## src/rtl/gpio_bank_pkg.sv

```systemverilog
// Shared constants for the GPIO bank: register offsets.
// Assumes a 4-bit offset space; offsets 9..15 are unmapped.
package gpio_bank_pkg;
    typedef enum logic [3:0] {
        OFF_OUT   = 4'd0,
        OFF_DIR   = 4'd1,
        OFF_ALT   = 4'd2,
        OFF_PINS  = 4'd3,
        OFF_MASK  = 4'd4,
        OFF_TRIG  = 4'd5,
        OFF_RISE  = 4'd6,
        OFF_HIGH  = 4'd7,
        OFF_STAT  = 4'd8
    } reg_off_e;

    localparam int MASK_RESET_ALL = 1;
endpackage

```

## src/rtl/gpio_bank_sync.sv

```systemverilog
// Multi-flop synchroniser for a vector of asynchronous pin inputs.
// Assumes each bit is independent; no bus coherency is provided.
module gpio_bank_sync #(
    parameter int W      = 16,
    parameter int STAGES = 2
) (
    input  logic         clk,
    input  logic         rst_n,
    input  logic [W-1:0] d_async,
    output logic [W-1:0] q_sync
);
    logic [STAGES-1:0][W-1:0] chain;

    genvar s;
    generate
        for (s = 0; s < STAGES; s++) begin : g_stage
            if (s == 0) begin : g_first
                // capture the raw input
                always_ff @(posedge clk) begin
                    if (!rst_n) chain[0] <= '0;
                    else        chain[0] <= d_async;
                end
            end else begin : g_next
                // shift toward the output
                always_ff @(posedge clk) begin
                    if (!rst_n) chain[s] <= '0;
                    else        chain[s] <= chain[s-1];
                end
            end
        end
    endgenerate

    assign q_sync = chain[STAGES-1];
endmodule

```

## src/rtl/gpio_bank_detect.sv

```systemverilog
// Per-pin edge/level event detector working on synchronised samples.
// Assumes smp is already synchronous. Events are suppressed until the
// synchroniser and previous-sample flop have been refilled after reset.
module gpio_bank_detect #(
    parameter int W        = 16,
    parameter int ARM_LEN  = 3
) (
    input  logic         clk,
    input  logic         rst_n,
    input  logic [W-1:0] smp,
    input  logic [W-1:0] trig_edge,
    input  logic [W-1:0] rise_sel,
    input  logic [W-1:0] high_sel,
    output logic [W-1:0] evt
);
    logic [W-1:0]       prev;
    logic [ARM_LEN-1:0] arm;
    logic               armed;

    // remember last synchronised sample for edge comparison
    always_ff @(posedge clk) begin
        if (!rst_n) prev <= '0;
        else        prev <= smp;
    end

    // warm-up shift register gating events after reset
    always_ff @(posedge clk) begin
        if (!rst_n) arm <= '0;
        else        arm <= {arm[ARM_LEN-2:0], 1'b1};
    end

    assign armed = arm[ARM_LEN-1];

    genvar i;
    generate
        for (i = 0; i < W; i++) begin : g_pin
            logic rise_hit, fall_hit, lvl_hit;
            // classify this pin's sample against its configuration
            always_comb begin
                rise_hit = smp[i] & ~prev[i];
                fall_hit = ~smp[i] & prev[i];
                lvl_hit  = (smp[i] == high_sel[i]);
                if (!armed)            evt[i] = 1'b0;
                else if (trig_edge[i]) evt[i] = rise_sel[i] ? rise_hit : fall_hit;
                else                   evt[i] = lvl_hit;
            end

            AST_EDGE_NEEDS_CHANGE: assert property (@(posedge clk) disable iff (!rst_n)
                (trig_edge[i] && evt[i]) |-> (smp[i] != prev[i]));
        end
    endgenerate

    AST_QUIET_AFTER_RESET: assert property (@(posedge clk) disable iff (!rst_n)
        $rose(rst_n) |-> (evt == '0));
endmodule

```

## src/rtl/gpio_bank_regs.sv

```systemverilog
// Register file and sticky status latch for the GPIO bank.
// Assumes one write per cycle; reads are combinational on the offset.
module gpio_bank_regs
    import gpio_bank_pkg::*;
#(
    parameter int W      = 16,
    parameter int ADDR_W = 4
) (
    input  logic              clk,
    input  logic              rst_n,
    input  logic [ADDR_W-1:0] addr,
    input  logic              wr,
    input  logic [W-1:0]      wdata,
    input  logic [W-1:0]      pins,
    input  logic [W-1:0]      evt,
    output logic [W-1:0]      rdata,
    output logic [W-1:0]      out_q,
    output logic [W-1:0]      dir_q,
    output logic [W-1:0]      alt_q,
    output logic [W-1:0]      mask_q,
    output logic [W-1:0]      trig_q,
    output logic [W-1:0]      rise_q,
    output logic [W-1:0]      high_q,
    output logic [W-1:0]      stat_q
);
    logic hit_out, hit_dir, hit_alt, hit_mask, hit_trig, hit_rise, hit_high, hit_stat;

    // decode write strobes per register
    always_comb begin
        hit_out  = wr && (addr == ADDR_W'(OFF_OUT));
        hit_dir  = wr && (addr == ADDR_W'(OFF_DIR));
        hit_alt  = wr && (addr == ADDR_W'(OFF_ALT));
        hit_mask = wr && (addr == ADDR_W'(OFF_MASK));
        hit_trig = wr && (addr == ADDR_W'(OFF_TRIG));
        hit_rise = wr && (addr == ADDR_W'(OFF_RISE));
        hit_high = wr && (addr == ADDR_W'(OFF_HIGH));
        hit_stat = wr && (addr == ADDR_W'(OFF_STAT));
    end

    // configuration registers
    always_ff @(posedge clk) begin
        if (!rst_n) begin
            out_q  <= '0;
            dir_q  <= '0;
            alt_q  <= '0;
            mask_q <= (MASK_RESET_ALL != 0) ? '1 : '0;
            trig_q <= '0;
            rise_q <= '0;
            high_q <= '0;
        end else begin
            if (hit_out)  out_q  <= wdata;
            if (hit_dir)  dir_q  <= wdata;
            if (hit_alt)  alt_q  <= wdata;
            if (hit_mask) mask_q <= wdata;
            if (hit_trig) trig_q <= wdata;
            if (hit_rise) rise_q <= wdata;
            if (hit_high) high_q <= wdata;
        end
    end

    // sticky status: zero-write clears, new events win
    always_ff @(posedge clk) begin
        if (!rst_n)        stat_q <= '0;
        else if (hit_stat) stat_q <= (stat_q & wdata) | evt;
        else               stat_q <= stat_q | evt;
    end

    // read multiplexer
    always_comb begin
        unique case (addr)
            ADDR_W'(OFF_OUT):  rdata = out_q;
            ADDR_W'(OFF_DIR):  rdata = dir_q;
            ADDR_W'(OFF_ALT):  rdata = alt_q;
            ADDR_W'(OFF_PINS): rdata = pins;
            ADDR_W'(OFF_MASK): rdata = mask_q;
            ADDR_W'(OFF_TRIG): rdata = trig_q;
            ADDR_W'(OFF_RISE): rdata = rise_q;
            ADDR_W'(OFF_HIGH): rdata = high_q;
            ADDR_W'(OFF_STAT): rdata = stat_q;
            default:           rdata = '0;
        endcase
    end

    AST_STAT_STICKY: assert property (@(posedge clk) disable iff (!rst_n)
        !hit_stat |=> ((stat_q & $past(stat_q)) == $past(stat_q)));
    AST_EVENT_LATCHED: assert property (@(posedge clk) disable iff (!rst_n)
        (evt != '0) |=> ((stat_q & $past(evt)) == $past(evt)));
    AST_CLEAR_ZERO: assert property (@(posedge clk) disable iff (!rst_n)
        (hit_stat && wdata == '0 && evt == '0) |=> (stat_q == '0));
endmodule

```

## src/rtl/gpio_irq_bank.sv

```systemverilog
// Top of one GPIO bank: synchroniser, event detector, register file
// and the pending-interrupt reduction.
// Assumes pin_in is asynchronous; pad drivers live outside this block.
module gpio_irq_bank #(
    parameter int PINS       = 16,
    parameter int ADDR_W     = 4,
    parameter int SYNC_DEPTH = 2
) (
    input  logic              clk,
    input  logic              rst_n,
    input  logic [ADDR_W-1:0] reg_addr,
    input  logic              reg_wr,
    input  logic [PINS-1:0]   reg_wdata,
    output logic [PINS-1:0]   reg_rdata,
    input  logic [PINS-1:0]   pin_in,
    output logic [PINS-1:0]   pin_out,
    output logic [PINS-1:0]   pin_oe,
    output logic [PINS-1:0]   pin_alt,
    output logic              irq_pending
);
    localparam int ARM_LEN = SYNC_DEPTH + 1;

    logic [PINS-1:0] smp, evt, mask_q, trig_q, rise_q, high_q, stat_q;

    gpio_bank_sync #(.W(PINS), .STAGES(SYNC_DEPTH)) i_sync (
        .clk(clk), .rst_n(rst_n), .d_async(pin_in), .q_sync(smp)
    );

    gpio_bank_detect #(.W(PINS), .ARM_LEN(ARM_LEN)) i_detect (
        .clk(clk), .rst_n(rst_n), .smp(smp), .trig_edge(trig_q),
        .rise_sel(rise_q), .high_sel(high_q), .evt(evt)
    );

    gpio_bank_regs #(.W(PINS), .ADDR_W(ADDR_W)) i_regs (
        .clk(clk), .rst_n(rst_n), .addr(reg_addr), .wr(reg_wr),
        .wdata(reg_wdata), .pins(smp), .evt(evt), .rdata(reg_rdata),
        .out_q(pin_out), .dir_q(pin_oe), .alt_q(pin_alt), .mask_q(mask_q),
        .trig_q(trig_q), .rise_q(rise_q), .high_q(high_q), .stat_q(stat_q)
    );

    // any unmasked latched event raises the pending line
    assign irq_pending = |(stat_q & ~mask_q);

    AST_MASK_ALL_BLOCKS: assert property (@(posedge clk) disable iff (!rst_n)
        (mask_q == '1) |-> !irq_pending);
    AST_NO_PEND_NO_STAT: assert property (@(posedge clk) disable iff (!rst_n)
        (stat_q == '0) |-> !irq_pending);
endmodule

```

## config.mk

```make
export PLATFORM = sky130hd
export DESIGN_NAME = gpio_irq_bank
export DESIGN_NICKNAME = d
export VERILOG_FILES = /design/src/rtl/gpio_bank_pkg.sv /design/src/rtl/gpio_bank_sync.sv /design/src/rtl/gpio_bank_detect.sv /design/src/rtl/gpio_bank_regs.sv /design/src/rtl/gpio_irq_bank.sv
export SDC_FILE = /design/constraint.sdc
export NUM_CORES = 1
export LEC_CHECK = 0
export CORE_MARGIN = 1
export CORE_UTILIZATION = 51
export CTS_BUF_LIST = sky130_fd_sc_hd__clkbuf_4 sky130_fd_sc_hd__clkbuf_8 sky130_fd_sc_hd__clkbuf_16
export DETAILED_ROUTE_END_ITERATION = 10
export PLACE_DENSITY = 0.87
export SLEW_MARGIN = 15
export SYNTH_ARGS = -nofsm -noshare
export SYNTH_HDL_FRONTEND = slang
export SYNTH_HIERARCHICAL = 1
export SYNTH_SLANG_ARGS = --single-unit
```

## constraint.sdc

```tcl
create_clock -name clk -period 1.65 [get_ports clk]
set_input_delay 0.33 -clock clk [delete_from_list [all_inputs] [get_ports clk]]
set_output_delay 0.33 -clock clk [all_outputs]
set_load 0.01 [all_outputs]
```

### Word level (Yosys, flattened, before mapping)

Index checks and enable logic that the tools add are counted.

| storage, ports and cells | value |
|---|---|
| register bits after elaboration | 179 |
| output and inout port bits | 65 |
| word-level logic and storage cells | 167 |
| input bits | 39 |

| cells by class | value |
|---|---|
| reduce and logical (&&, ||, !) cells | 10 |
| bitwise logic cells | 69 |
| multiplexer cells | 51 |
| equality and inequality tests | 24 |

Operators by type and width:

| kind | count |
|---|---|
| 16-bit case mux with 9 select lines | 1 |
| 1-bit 2-to-1 mux | 49 |
| 1-bit bitwise AND | 32 |
| 16-bit bitwise AND | 2 |
| 1-bit inverter | 32 |
| 16-bit bitwise OR | 2 |
| 1-bit equality test | 16 |
| 4-bit by 3-bit equality test with 1-bit output, second input constant | 4 |
| 16-bit 2-to-1 mux | 1 |
| 16-bit inverter | 1 |
| 16-bit OR reduction | 1 |
| 4-bit by 2-bit equality test with 1-bit output, second input constant | 2 |
| 1-bit logical AND | 8 |
| 4-bit by 1-bit equality test with 1-bit output, second input constant | 1 |
| 4-bit equality test, second input constant | 1 |
| 4-bit zero test | 1 |

### Longest topological paths before layout

| depth | value |
|---|---|
| depth after elaboration | 7 |
| depth in mapped cells | 7 |

### By module

The synthesis kept the hierarchy.

Modules (own cells, without submodules):

| module | instances | cells an instance | area each (sq um) | sequential area each (sq um) |
|---|---|---|---|---|
| gpio_bank_regs | 1 | 735 | 6110.9 | 2562.5 |
| gpio_bank_detect | 1 | 121 | 1239.9 | 380.4 |
| gpio_bank_sync | 1 | 83 | 1016.0 | 640.6 |
| gpio_irq_bank | 1 | 21 | 178.9 | 0.0 |

### Least setup slack after synthesis

OpenSTA, ideal clock, no wires.

| path | value |
|---|---|
| kind | input to output |
| start point | input reg_addr[2] |
| end point | output reg_rdata[12] |
| stages on the path | 5 |
| data required time | 1320 ps |
| slack | -148 ps |
| arrival time | 1468 ps |
| path through | buf_4 -> and2b_1 -> nor2b_1 -> a22oi_1 -> a32oi_1 |

| on the way | value |
|---|---|
| cells in the longest elaborated chain, start to end | 2 |

RTL lines:

| element | line | RTL |
|---|---|---|
| from (decl) | gpio_irq_bank.sv:11 | `input logic [ADDR_W-1:0] reg_addr,` |
| 4-bit equality test (tied with other cells) | gpio_bank_regs.sv:70 | `unique case (addr)` |
| 16-bit case mux with 9 select lines * | gpio_bank_regs.sv:70 |  |
| to (decl) | gpio_irq_bank.sv:14 | `output logic [PINS-1:0] reg_rdata,` |

Every way passes the cells marked *; elsewhere a longest branch is shown, timed or not.

### Final worst setup path

| path | value |
|---|---|
| start point | register i_regs.out_q[8] |
| end point | output reg_rdata[8] |

| on the way | value |
|---|---|
| cells in the longest elaborated chain, start to end | 1 |

RTL lines:

| element | line | RTL |
|---|---|---|
| from (decl) | gpio_bank_regs.sv:17 | `output logic [W-1:0] out_q,` |
| from (signal assigned) | gpio_bank_regs.sv:51 | `if (hit_out) out_q <= wdata;` |
| 16-bit case mux with 9 select lines | gpio_bank_regs.sv:70 |  |

No other way between the ends.

==> impl_metrics.toml <==
[sta]
setup_violations = 20
clock-skew-final_ns = 0.0160
worstMarginPinSlew_ns = 0.588
finalCritPeriodShare_pct = 131
hold_viol = 0
worst_slack_ns = -0.511
slew_headroom_pct = 60.7
report.final.slew_viol_count = 0
rsz_0062_raised_after_global_routing = "true"
post-route-min-period_ns = 2.16
max_clock_freq_mhz = 463

[flow_run]
drv.max_cap_violation_count = 0

[routing]
routed-via-count = 9391
post_drt_wl_per_cell_microns = 24.3
drc = 0
totalWireLength_microns = 35800
first_pass_iters = 9
drt-initial-drc-count = 1479
routed_via_density = 6.38
antenna_left = 0

[yosys]
synth.cell_area_sq_um = 8550
synthDistinctLibCells = 61
ys_ff_latch = 179
syn-instance-count = 960
seq_area_frac_synth_pct = 41.9
synthesis.yosys.warnings = 6
async_flop_share_pct = 0
syn_avg_cell_area_sq_um = 8.90
synth_enable_flop_cells = 0
postSynth.topFlopCell = "dfxtp_1"
synth.net_count = 999

[clock_tree]
clk_latency_ns = 0.45
clk_pin_slew_worst_paths_ns = 0.07
tritoncts.num_buffers = 17
cts_max_path_buffers = 2
cts_num_sinks = 179
clock_tree.htree_level_count = 4
cts_tree = "yes"
root_cell_of_the_clock_tree = "clkbuf_16"

[placement]
gp_congestion = 1.00
number_of_buffer_cells_added_on_primary_ports = 103
dp.cells = 1419
area_post_placement_sq_um = 11300
post-dp-hpwl_microns = 19500

[cells_and_area]
area_growth_syn_to_layout_pct = 48.3
layout-drive-gt1-share_pct = 41.8
nFillCells = 866
fin_nets = 1284
finish.instance_area_sq_um = 12700
layoutNonFillerInstCount = 1473
finished_core_util_pct = 78.6
diodes = 0

[die]
dieArea_sq_um = 17300
chipWidth_microns = 131
dieHeight_microns = 131
fp-row-count = 46
coreArea_sq_um = 16100
pin_count = 104
initial_utilization_pct = 53.0

[setup_path]
startpoint = "i_regs/out_q[8]"
endpoint_kind = "output pin"
timing.critical_path.required_ns = 1.32
critical_path.max_fanout = 2
critPathLaunchType = "flop"
criticalPathCategory = "flop to output pin"
regToRegSetupSlack_ns = 0.10
cp_data_arrival_time_ns = 1.83
timing.rr.start = "i_sync/q_sync[10]"

[power]
p_per_area_nw_per_um2 = 778
comb_power_share_pct = 13.9
power.ir.vdd_worst_mv = 0.785
power.share.sequential_pct = 45.8
power.clock.fraction_pct = 40.3
cellLeakagePower_nw = 5.35
internal_power_mw = 7.30
power.share.switching_pct = 26.0
power_switching_mw = 2.56

[global_route]
grt_pass1_wl_microns = 48800
grtUsageTotal_pct = 36.8
groute.layer.met2.usage_pct = 54.9
grt_antenna_before_repair = 0
grt_max_degree = 128
grt_use_met3_pct = 12.0
total_congestion_overflow_after_global_routing = 0
grt_pass1_vias = 8811
global_routing_usage_on_met1_pct = 45.0
global_route_layer_with_the_greatest_usage = "met2"

[min_path]
holdCritPathClass = "primary input to flop"
worstHoldStart = "rst_n"

[outcome]
outcome = "finished with violations"
violations = "setup timing"
==> final timing paths <==
path	endpoint	cells after the start
max	reg_rdata[8]	5
max reg2reg	i_regs/stat_q[10]	5
min reg2reg	i_detect/arm[1]	1
min	i_detect/arm[0]	2
==> kinds of logic after synthesis <==
family,count (synthesis),synth area share (%)
XOR/XNOR,15,1.54
AND/OR/NAND/NOR,418,26.3
multiplexers,32,4.01
AO/OA/AOI/OAI,224,20.2
buffers and inverters,92,5.99
flip-flops,179,41.9
==> power groups by stage <==
stage | logic [mW] | clock network, mW | registers [mW]
after floorplan | 0.567 | 0 | 4.58
after global placement | 1.08 | 0 | 4.59
after detailed placement | 1.09 | 0 | 4.59
after CTS | 1.18 | 3.96 | 4.50
after global routing | 1.40 | 4.14 | 4.52
final | 1.37 | 3.97 | 4.52
==> routing by layer <==
metal / vias to the layer above / routed length (microns)
met1: 4323 / 12900
met2: 892 / 15100
met5: - / 45
met3: 310 / 4710
met4: 2 / 3110
li1: 3864 / -
==> critical path: stages, from the launching register on <==
cell and delay (ns):
dfxtp_2 0.33, or3_4 0.34, a32o_2 0.30, nand3_1 0.15, a22oi_2 0.12, buf_2 0.16
==> registers in the layout, summed over array words and instances, names as in the netlist, 16 cells and up <==
| register | count |
|---|---|
| i_detect/prev | 16 |
| i_regs/dir_q | 16 |
| i_regs/trig_q | 16 |
| i_sync/chain | 16 |
| i_regs/rise_q | 16 |
| i_regs/out_q | 16 |
| i_regs/alt_q | 16 |
| i_regs/stat_q | 16 |
| i_regs/high_q | 16 |
| i_regs/mask_q | 16 |
| i_sync/q_sync | 16 |
==> cell usage after synthesis, drive strengths merged (3+ instances only) <==
cell	number	area [sq um]
a32o	4	40.0
nor3	5	46.3
xor2	15	131
nand3b	3	26.3
a22oi	25	188
nand2	241	907
a21boi	96	721
or3	6	37.5
nor2b	18	135
and4b	15	169
a32oi	3	26.3
o31a	15	131
nand2b	8	50.1
a22o	5	43.8
clkbuf	32	125
a21oi	14	70.1
o22ai	5	31.3
o221ai	8	70.1
mux2i	23	230
nor2	26	118
nand3	20	100
mux2	8	90.1
a2111oi	4	60.1
dfxtp	179	3580
and4bb	15	188
inv	5	18.8
and2	51	378
o21a	32	240
buf	55	368
==> layout make-up <==
type                       count  area (sq um)  area share (%)
multi-input combinational    689          5080            40.1
inverter                       5          18.8           0.148
sequential                   179          3620            28.6
clock inverter                11           100           0.790
tap                          216           270            2.13
clock buffer                  20           467            3.68
timing repair buffer         353          3110            24.6
==> through the flow <==
stage | setup WS (ns) | hold slack, ns | TNS [ns] | power (mW)
finish | -0.511 | 0.371 | -6.24 | 9.85
detailed placement | -1.23 | 0.417 | -77.24 | 5.68
global placement | -1.09 | 0.414 | -71.17 | 5.66
CTS | -0.415 | 0.369 | -4.67 | 9.64
floorplan | -0.00343 | 0.358 | -0.00609 | 5.15
global route | -0.523 | 0.396 | -6.41 | 10.1
==> cell usage in the layout (no fill, tap or decap), drive strengths merged, types with 3 or more instances in the layout <==
cell	n
buf	271
nand2	241
dfxtp	179
a21boi	96
and2	51
dlygate4sd2	48
clkdlybuf4s50	33
o21a	32
nor2	26
a22oi	25
mux2i	23
clkbuf	21
nand3	20
nor2b	18
xor2	15
and4b	15
and4bb	15
o31a	15
a21oi	14
inv	9
o221ai	8
mux2	8
nand2b	8
or3	6
a22o	5
o22ai	5
nor3	5
clkinv	4
a32o	4
a2111oi	4
a32oi	3
nand3b	3
==> what timing repair did <==
item,in CTS,in global routing
buffers inserted,9,10
pin swaps,39,19
hold buffers,0,0
endpoints found under the hold margin,0,0
setup endpoints to repair,144,17
resized for setup,244,57
cloned,3,1
(Power assumes the default switching activity.)
